File: src/rtl/smb_tgt_pkg.sv
package smb_tgt_pkg;

    // Bus-side phase of the target
    typedef enum logic [2:0] {
        PH_IDLE,    // no transaction
        PH_RX,      // shifting a byte in
        PH_RX_END,  // eight bits in, waiting for SCL low to decide
        PH_ACK,     // driving (or passing) the ninth bit
        PH_TX,      // shifting a byte out
        PH_TX_END,  // eight bits out, release before the host answers
        PH_HACK,    // host answers ACK or NACK
        PH_WAIT     // silent until START or STOP
    } phase_e;

    // Role of the byte being received
    typedef enum logic [1:0] {
        BY_ADDR,
        BY_CMD,
        BY_DATA
    } byte_e;

    typedef struct packed {
        phase_e     ph;
        byte_e      by;
        logic [2:0] bitc;
        logic       rd;
        logic [7:0] sh;
        logic       oe;
    } ctl_t;

    typedef struct packed {
        logic start;
        logic stop;
        logic rise;
        logic fall;
        logic sda;
    } bus_ev_t;

    localparam logic [7:0] INIT_BASE = 8'hA0;

    function automatic logic [7:0] reg_init(input int unsigned idx);
        return 8'(32'(INIT_BASE) + idx);
    endfunction

endpackage

File: src/rtl/smb_line_events.sv
module smb_line_events
    import smb_tgt_pkg::*;
(
    input  logic    clk,
    input  logic    rst,
    input  logic    scl_i,
    input  logic    sda_i,
    output bus_ev_t ev
);

    logic scl_q;
    logic sda_q;

    always_ff @(posedge clk) begin
        if (rst) begin
            scl_q <= 1'b1;
            sda_q <= 1'b1;
        end else begin
            scl_q <= scl_i;
            sda_q <= sda_i;
        end
    end

    always_comb begin
        ev.rise  = scl_i & ~scl_q;
        ev.fall  = ~scl_i & scl_q;
        ev.start = scl_i & scl_q & sda_q & ~sda_i;
        ev.stop  = scl_i & scl_q & ~sda_q & sda_i;
        ev.sda   = sda_i;
    end

endmodule

File: src/rtl/smb_ptr_unit.sv
module smb_ptr_unit #(
    parameter int NUM_REGS = 8,
    localparam int IDX_W   = (NUM_REGS > 1) ? $clog2(NUM_REGS) : 1
) (
    input  logic             clk,
    input  logic             rst,
    input  logic             rearm,    // any START
    input  logic             cmd_set,  // command byte accepted
    input  logic [IDX_W-1:0] cmd_idx,
    input  logic             take,     // one data byte moved
    output logic [IDX_W-1:0] acc_idx   // index of the next access
);

    localparam logic [IDX_W-1:0] LAST = IDX_W'(NUM_REGS - 1);

    logic [IDX_W-1:0] ptr_q;
    logic             fresh_q;  // next access uses the pointer itself

    always_comb begin
        if (fresh_q)
            acc_idx = ptr_q;
        else if (ptr_q == LAST)
            acc_idx = '0;
        else
            acc_idx = ptr_q + 1'b1;
    end

    always_ff @(posedge clk) begin
        if (rst) begin
            ptr_q   <= '0;
            fresh_q <= 1'b1;
        end else if (cmd_set) begin
            ptr_q   <= cmd_idx;
            fresh_q <= 1'b1;
        end else if (take) begin
            ptr_q   <= acc_idx;
            fresh_q <= 1'b0;
        end else if (rearm) begin
            fresh_q <= 1'b1;
        end
    end

endmodule

File: src/rtl/smb_reg_bank.sv
module smb_reg_bank
    import smb_tgt_pkg::*;
#(
    parameter int NUM_REGS = 8,
    localparam int IDX_W   = (NUM_REGS > 1) ? $clog2(NUM_REGS) : 1
) (
    input  logic             clk,
    input  logic             rst,
    input  logic             wr_en,
    input  logic [IDX_W-1:0] wr_idx,
    input  logic [7:0]       wr_data,
    input  logic [IDX_W-1:0] rd_idx,
    output logic [7:0]       rd_data
);

    logic [7:0] regs [NUM_REGS];

    always_ff @(posedge clk) begin
        if (rst) begin
            for (int i = 0; i < NUM_REGS; i++)
                regs[i] <= reg_init(i);
        end else if (wr_en) begin
            regs[wr_idx] <= wr_data;
        end
    end

    assign rd_data = regs[rd_idx];

endmodule

File: src/rtl/smb_target_regs.sv
module smb_target_regs
    import smb_tgt_pkg::*;
#(
    parameter int NUM_REGS = 8
) (
    input  logic       clk,
    input  logic       rst,
    input  logic       scl_i,
    input  logic       sda_i,
    input  logic [6:0] dev_addr,
    output logic       sda_oe
);

    localparam int IDX_W = (NUM_REGS > 1) ? $clog2(NUM_REGS) : 1;

    bus_ev_t          ev;
    ctl_t             ctl_q;
    ctl_t             ctl_d;
    logic             cmd_set;
    logic             take;
    logic             wr_en;
    logic [IDX_W-1:0] cmd_idx;
    logic [IDX_W-1:0] acc_idx;
    logic [7:0]       rd_data;

    smb_line_events u_ev (
        .clk   (clk),
        .rst   (rst),
        .scl_i (scl_i),
        .sda_i (sda_i),
        .ev    (ev)
    );

    smb_ptr_unit #(.NUM_REGS(NUM_REGS)) u_ptr (
        .clk     (clk),
        .rst     (rst),
        .rearm   (ev.start),
        .cmd_set (cmd_set),
        .cmd_idx (cmd_idx),
        .take    (take),
        .acc_idx (acc_idx)
    );

    smb_reg_bank #(.NUM_REGS(NUM_REGS)) u_bank (
        .clk     (clk),
        .rst     (rst),
        .wr_en   (wr_en),
        .wr_idx  (acc_idx),
        .wr_data (ctl_q.sh),
        .rd_idx  (acc_idx),
        .rd_data (rd_data)
    );

    assign cmd_idx = IDX_W'({24'd0, ctl_q.sh} % NUM_REGS);

    always_comb begin
        ctl_d   = ctl_q;
        cmd_set = 1'b0;
        take    = 1'b0;
        wr_en   = 1'b0;
        if (ev.start) begin
            ctl_d.ph   = PH_RX;
            ctl_d.by   = BY_ADDR;
            ctl_d.bitc = '0;
            ctl_d.rd   = 1'b0;
            ctl_d.oe   = 1'b0;
        end else if (ev.stop) begin
            ctl_d.ph   = PH_IDLE;
            ctl_d.by   = BY_ADDR;
            ctl_d.bitc = '0;
            ctl_d.oe   = 1'b0;
        end else begin
            unique case (ctl_q.ph)
                PH_RX: begin
                    if (ev.rise) begin
                        ctl_d.sh   = {ctl_q.sh[6:0], ev.sda};
                        ctl_d.bitc = ctl_q.bitc + 3'd1;
                        if (ctl_q.bitc == 3'd7)
                            ctl_d.ph = PH_RX_END;
                    end
                end
                PH_RX_END: begin
                    if (ev.fall) begin
                        ctl_d.ph = PH_ACK;
                        ctl_d.oe = 1'b1;
                        unique case (ctl_q.by)
                            BY_ADDR: begin
                                if (ctl_q.sh[7:1] == dev_addr) begin
                                    ctl_d.rd = ctl_q.sh[0];
                                    ctl_d.by = BY_CMD;
                                end else begin
                                    ctl_d.ph = PH_WAIT;
                                    ctl_d.oe = 1'b0;
                                end
                            end
                            BY_CMD: begin
                                cmd_set  = 1'b1;
                                ctl_d.by = BY_DATA;
                            end
                            default: begin
                                wr_en = 1'b1;
                                take  = 1'b1;
                            end
                        endcase
                    end
                end
                PH_ACK: begin
                    if (ev.fall) begin
                        ctl_d.bitc = '0;
                        if (ctl_q.rd) begin
                            ctl_d.sh = rd_data;
                            ctl_d.oe = ~rd_data[7];
                            ctl_d.ph = PH_TX;
                            take     = 1'b1;
                        end else begin
                            ctl_d.oe = 1'b0;
                            ctl_d.ph = PH_RX;
                        end
                    end
                end
                PH_TX: begin
                    if (ev.rise) begin
                        ctl_d.bitc = ctl_q.bitc + 3'd1;
                        if (ctl_q.bitc == 3'd7)
                            ctl_d.ph = PH_TX_END;
                    end else if (ev.fall) begin
                        ctl_d.sh = {ctl_q.sh[6:0], 1'b0};
                        ctl_d.oe = ~ctl_q.sh[6];
                    end
                end
                PH_TX_END: begin
                    if (ev.fall) begin
                        ctl_d.oe = 1'b0;
                        ctl_d.ph = PH_HACK;
                    end
                end
                PH_HACK: begin
                    if (ev.rise)
                        ctl_d.ph = ev.sda ? PH_WAIT : PH_ACK;
                end
                default: ;
            endcase
        end
    end

    always_ff @(posedge clk) begin
        if (rst) begin
            ctl_q.ph   <= PH_IDLE;
            ctl_q.by   <= BY_ADDR;
            ctl_q.bitc <= '0;
            ctl_q.rd   <= 1'b0;
            ctl_q.sh   <= '0;
            ctl_q.oe   <= 1'b0;
        end else begin
            ctl_q <= ctl_d;
        end
    end

    assign sda_oe = ctl_q.oe;

endmodule

File: config.mk
export PLATFORM = sky130hd
export DESIGN_NAME = smb_target_regs
export DESIGN_NICKNAME = d
export VERILOG_FILES = /design/src/rtl/smb_tgt_pkg.sv /design/src/rtl/smb_line_events.sv /design/src/rtl/smb_ptr_unit.sv /design/src/rtl/smb_reg_bank.sv /design/src/rtl/smb_target_regs.sv
export SDC_FILE = /design/constraint.sdc
export NUM_CORES = 1
export LEC_CHECK = 0
export CAP_MARGIN = 15
export CORE_AREA = 2 2 97 99
export DETAILED_ROUTE_END_ITERATION = 7
export DIE_AREA = 0 0 99 101
export PLACE_DENSITY = 0.71
export SETUP_SLACK_MARGIN = 0.2
export SLEW_MARGIN = 40
export SYNTH_ARGS = -nofsm -noshare
export SYNTH_HDL_FRONTEND = slang
export SYNTH_SLANG_ARGS = --single-unit
File: constraint.sdc
create_clock -name clk -period 3.05 [get_ports clk]
set_input_delay 0.915 -clock clk [delete_from_list [all_inputs] [get_ports clk]]
set_output_delay 0.915 -clock clk [all_outputs]
set_load 0.05 [all_outputs]
==> results of run 1 <==
[area by class of cell]
| cell class | instances | area share |
|---|---|---|
| clock buffer | 9 | 0.02360 |
| sequential | 88 | 0.4577 |
| tap | 111 | 0.02646 |
| inverter | 9 | 0.006436 |
| clock inverter | 7 | 0.01478 |
| multi-input combinational | 302 | 0.4186 |
| timing repair buffer | 33 | 0.05244 |
[registers in the layout, indices dropped and copies added, names as in the netlist]
| name | count |
|---|---|
| ctl_q | 17 |
| sda_oe | 1 |
| u_bank.regs | 64 |
| u_ev.scl_q | 1 |
| u_ev.sda_q | 1 |
| u_ptr.fresh_q | 1 |
| u_ptr.ptr_q | 3 |
[worst paths after layout]
check	slack [ps]	depth (start not counted)	end
max	400	6	u_bank.regs[0][5]
min	530	2	ctl_q[13]
max reg2reg	450	7	ctl_q[1]
min reg2reg	530	2	ctl_q[13]
[tightest hold or removal path, cell delays in order (launching register included)]
cell	delay [ps]
dfxtp_1	350
o31ai_1	80
a21oi_1	60
[cells in the final DEF, fill, tap and decap left out, types with 3 or more instances in the layout]
cell             count
nor2b_1             13
edfxtp_1            64
or2_2               13
o32a_1               5
nand2b_1            17
o21a_1               3
mux2i_1             20
inv_1                8
xor2_1               9
or3_1               19
buf_4               22
and2b_1              5
nand3b_1             3
o21ai_0              5
mux2_2               4
nand3_1              7
o221ai_1             6
clkdlybuf4s50_1     11
nor3_1               4
ha_1                 6
and2_1              38
nor2_1              22
a211o_1              3
nand2_1              6
nor3_2               3
a21oi_1             15
o22ai_1             11
clkbuf_8             9
a211oi_1            15
dfxtp_1             24
[power by group through the flow]
stage	clock, W	combinational [W]	sequential, W
6_report	0.000847	0.000105	0.00135
5_1_grt	0.000892	0.000113	0.00135
4_1_cts	0.000844	0.000104	0.00135
3_5_place_dp	0	0.000104	0.00138
3_3_place_gp	0	0.000102	0.00138
2_1_floorplan	0	0.0000693	0.00136
[routing by layer]
| metal | global-route usage | vias up |
|---|---|---|
| li1 | - | 1642 |
| met5 | 0 | - |
| met2 | 0.3690 | 113 |
| met1 | 0.3532 | 1734 |
| met3 | 0.05201 | 23 |
| met4 | 0.09694 | 0 |
[per-stage QoR]
step / setup WS [ps] / area (sq um) / hold slack (ps) / std cells
floorplan: 609.4 / 4797 / 465.4 / 431
global placement: 56.34 / 5047 / 485.6 / 543
detailed placement: 7.901 / 5047 / 505.2 / 543
CTS: 398.0 / 5249 / 518.1 / 559
global route: 234.1 / 5249 / 548.9 / 559
finish: 396.1 / 5249 / 526.8 / 559
[cell families (layout without fill, tap and decap cells)]
family,Yosys count,in the layout,synth area share
compound gates,95,95,0.1523
xor+xnor,9,9,0.01643
fa+ha+maj,6,6,0.01565
buf+inv,41,58,0.04199
flops,88,88,0.5008
mux,25,25,0.05321
simple gates,167,167,0.2196
==> results by group, run 1 <==
Cells and area
  – Fill count: 746
  – Area of the multi-input gates: 0.002197 sq mm
  – Nets: 460
  – Synth-to-Final Area Change: 9.416%
  – Reg area: 0.002402 sq mm
  – Layout cell share with drive strength beyond 1: 0.1674
  – Core Util, Final: 0.5847
  – # diodes: 0

Clock tree
  – Clk sinks: 88
  – Clk buf depth: 2
  – Clock Pin Slew Worst Setup and Hold Paths: 90 ps
  – CTS tree: built
  – Hold buffer count at cts: 0
  – H-tree lvl count: 3
  – Root Buffer: clkbuf_8
  – Post-CTS resize count: 0
  – Worst-Skew Late Latency: about 370 ps
  – Buffer count from post-CTS setup fixing: 0
  – Cts bufs inserted: 9

Critical path
  – Required @ worst endpoint: 3120 ps
  – CP arrival: 2730 ps
  – Highest-delay cell along the critical path: clkdlybuf4s50_1
  – Critical path origin: scl_i
  – Critical path, cell by cell: clkdlybuf4s50_1 -> and4bb_2 -> and3_2 -> nand3_1 -> nor2_1 -> or2_2
  – CP max FO: 8
  – CP startpoint kind: input pin
  – Worst r2r src: u_ptr.ptr_q[1]
  – Slowest stage delay, CP: 420 ps
  – CP Class: input pin to flip-flop
  – WP buf/inv: 1
  – CP delay by family, top: simple AND/OR/NAND/NOR gates
  – CP endpoint kind: flip-flop

Drt
  – Avg Vias per Cell: around 6.3
  – Average wire per standard cell: 21.32 um
  – Initial DRT Pass Iterations: 4
  – DR WL met2: between 5 and 6 mm
  – Drt total wl: roughly 12 mm
  – DRC: 0
  – Top Metal Used: met4
  – Wl on met1: 5.465 mm
  – DR vias: 3512
  – Met3 wire len: 784 um
  – Initial drt markers: 364
  – Antenna Violating Nets Remaining: 0

Floorplan
  – Core region area: 0.008977 sq mm
  – Ports: 12
  – Starting Density: 0.5344
  – Die H: 101 um
  – Num rows: 35
  – Die ar.: 0.009999 sq mm
  – Die Wd: 99 um

Pwr
  – Net Switching: 0.0005454 W
  – Int Pwr: 0.001757 W
  – Combinational power share: 0.046
  – Sw Ratio: 0.2369
  – Leak: about 1.9 nW
  – Pwr Total: 0.002303 W
  – Pwr/cell area: 438.7 mW/mm^2
  – Peak supply drop: 270.2 uV
  – Clock Power Share: 0.368
  – Sequential power share: 0.586

Global routing
  – First-pass GRT wire length: 18.53 mm
  – Vias in the first global route: between 3000 and 4000
  – Overall Global Routing Usage: 0.2470
  – Total gr overflow: 0
  – Largest net degree at the start of global routing: 27
  – Initial antenna violation count: 0

Timing
  – Final setup vio count: 0
  – Crit path time final: 2654 ps
  – Skew final: 9.252 ps
  – F_max: 376.8 MHz
  – Rel. slew slack: 0.4563
  – Pins Over Slew Limit: 0
  – Setup TNS: 0 ps
  – Final period util: 0.8701
  – Fin. Hold Viols: 0
  – Worst Max-Slew Pin Slew: 814.4 ps
  – RSZ-0062 raised after global routing: no

Placement
  – RePlAce Congestion: 0.8657
  – Dpl hpwl: approximately 8.2 mm
  – I/O Buffers: 11

Synthesis
  – Synth Instances: 431
  – Number of synthesized register bits: a little under 90
  – Post-synth EDFFs: 64
  – Synth warn: 0
  – Synth top area cells: edfxtp_1 40%, dfxtp_1 10%, and2_1 5.0%
  – Cell with the most instances after synthesis: edfxtp_1
  – Post-synth top cells: 64 x edfxtp_1, 38 x and2_1, 24 x dfxtp_1
  – Syn_area_per_cell: 11.13 sq um
  – Distinct cells, synth: 70
  – Sequential share of the synthesized area: 0.5008
  – Synth top area share: 0.4006
  – Post-Syn Area: ~0.0048 sq mm
  – Net count after synthesis: 448
  – Primary FF master, synth: edfxtp_1
  – Async set-reset flop share out of synthesis: 0
  – Area leader, netlist: edfxtp_1

Status
  – Outcome: finished, final reports clean

Hold path
  – HP Class: flip-flop to flip-flop
  – Hold path start: ctl_q[13]

Run
  – Max cap viols: 0
Power figures use the tool's default switching activity.
==> inputs of run 2 (changes only) <==
--- a/config.mk
+++ b/config.mk
@@ -10,7 +10,6 @@
 export DETAILED_ROUTE_END_ITERATION = 7
 export DIE_AREA = 0 0 99 101
 export PLACE_DENSITY = 0.71
-export SETUP_SLACK_MARGIN = 0.2
 export SLEW_MARGIN = 40
 export SYNTH_ARGS = -nofsm -noshare
 export SYNTH_HDL_FRONTEND = slang
==> results of run 2 <==
No change in the layout: final DEF, timing and power equal those of run 1.
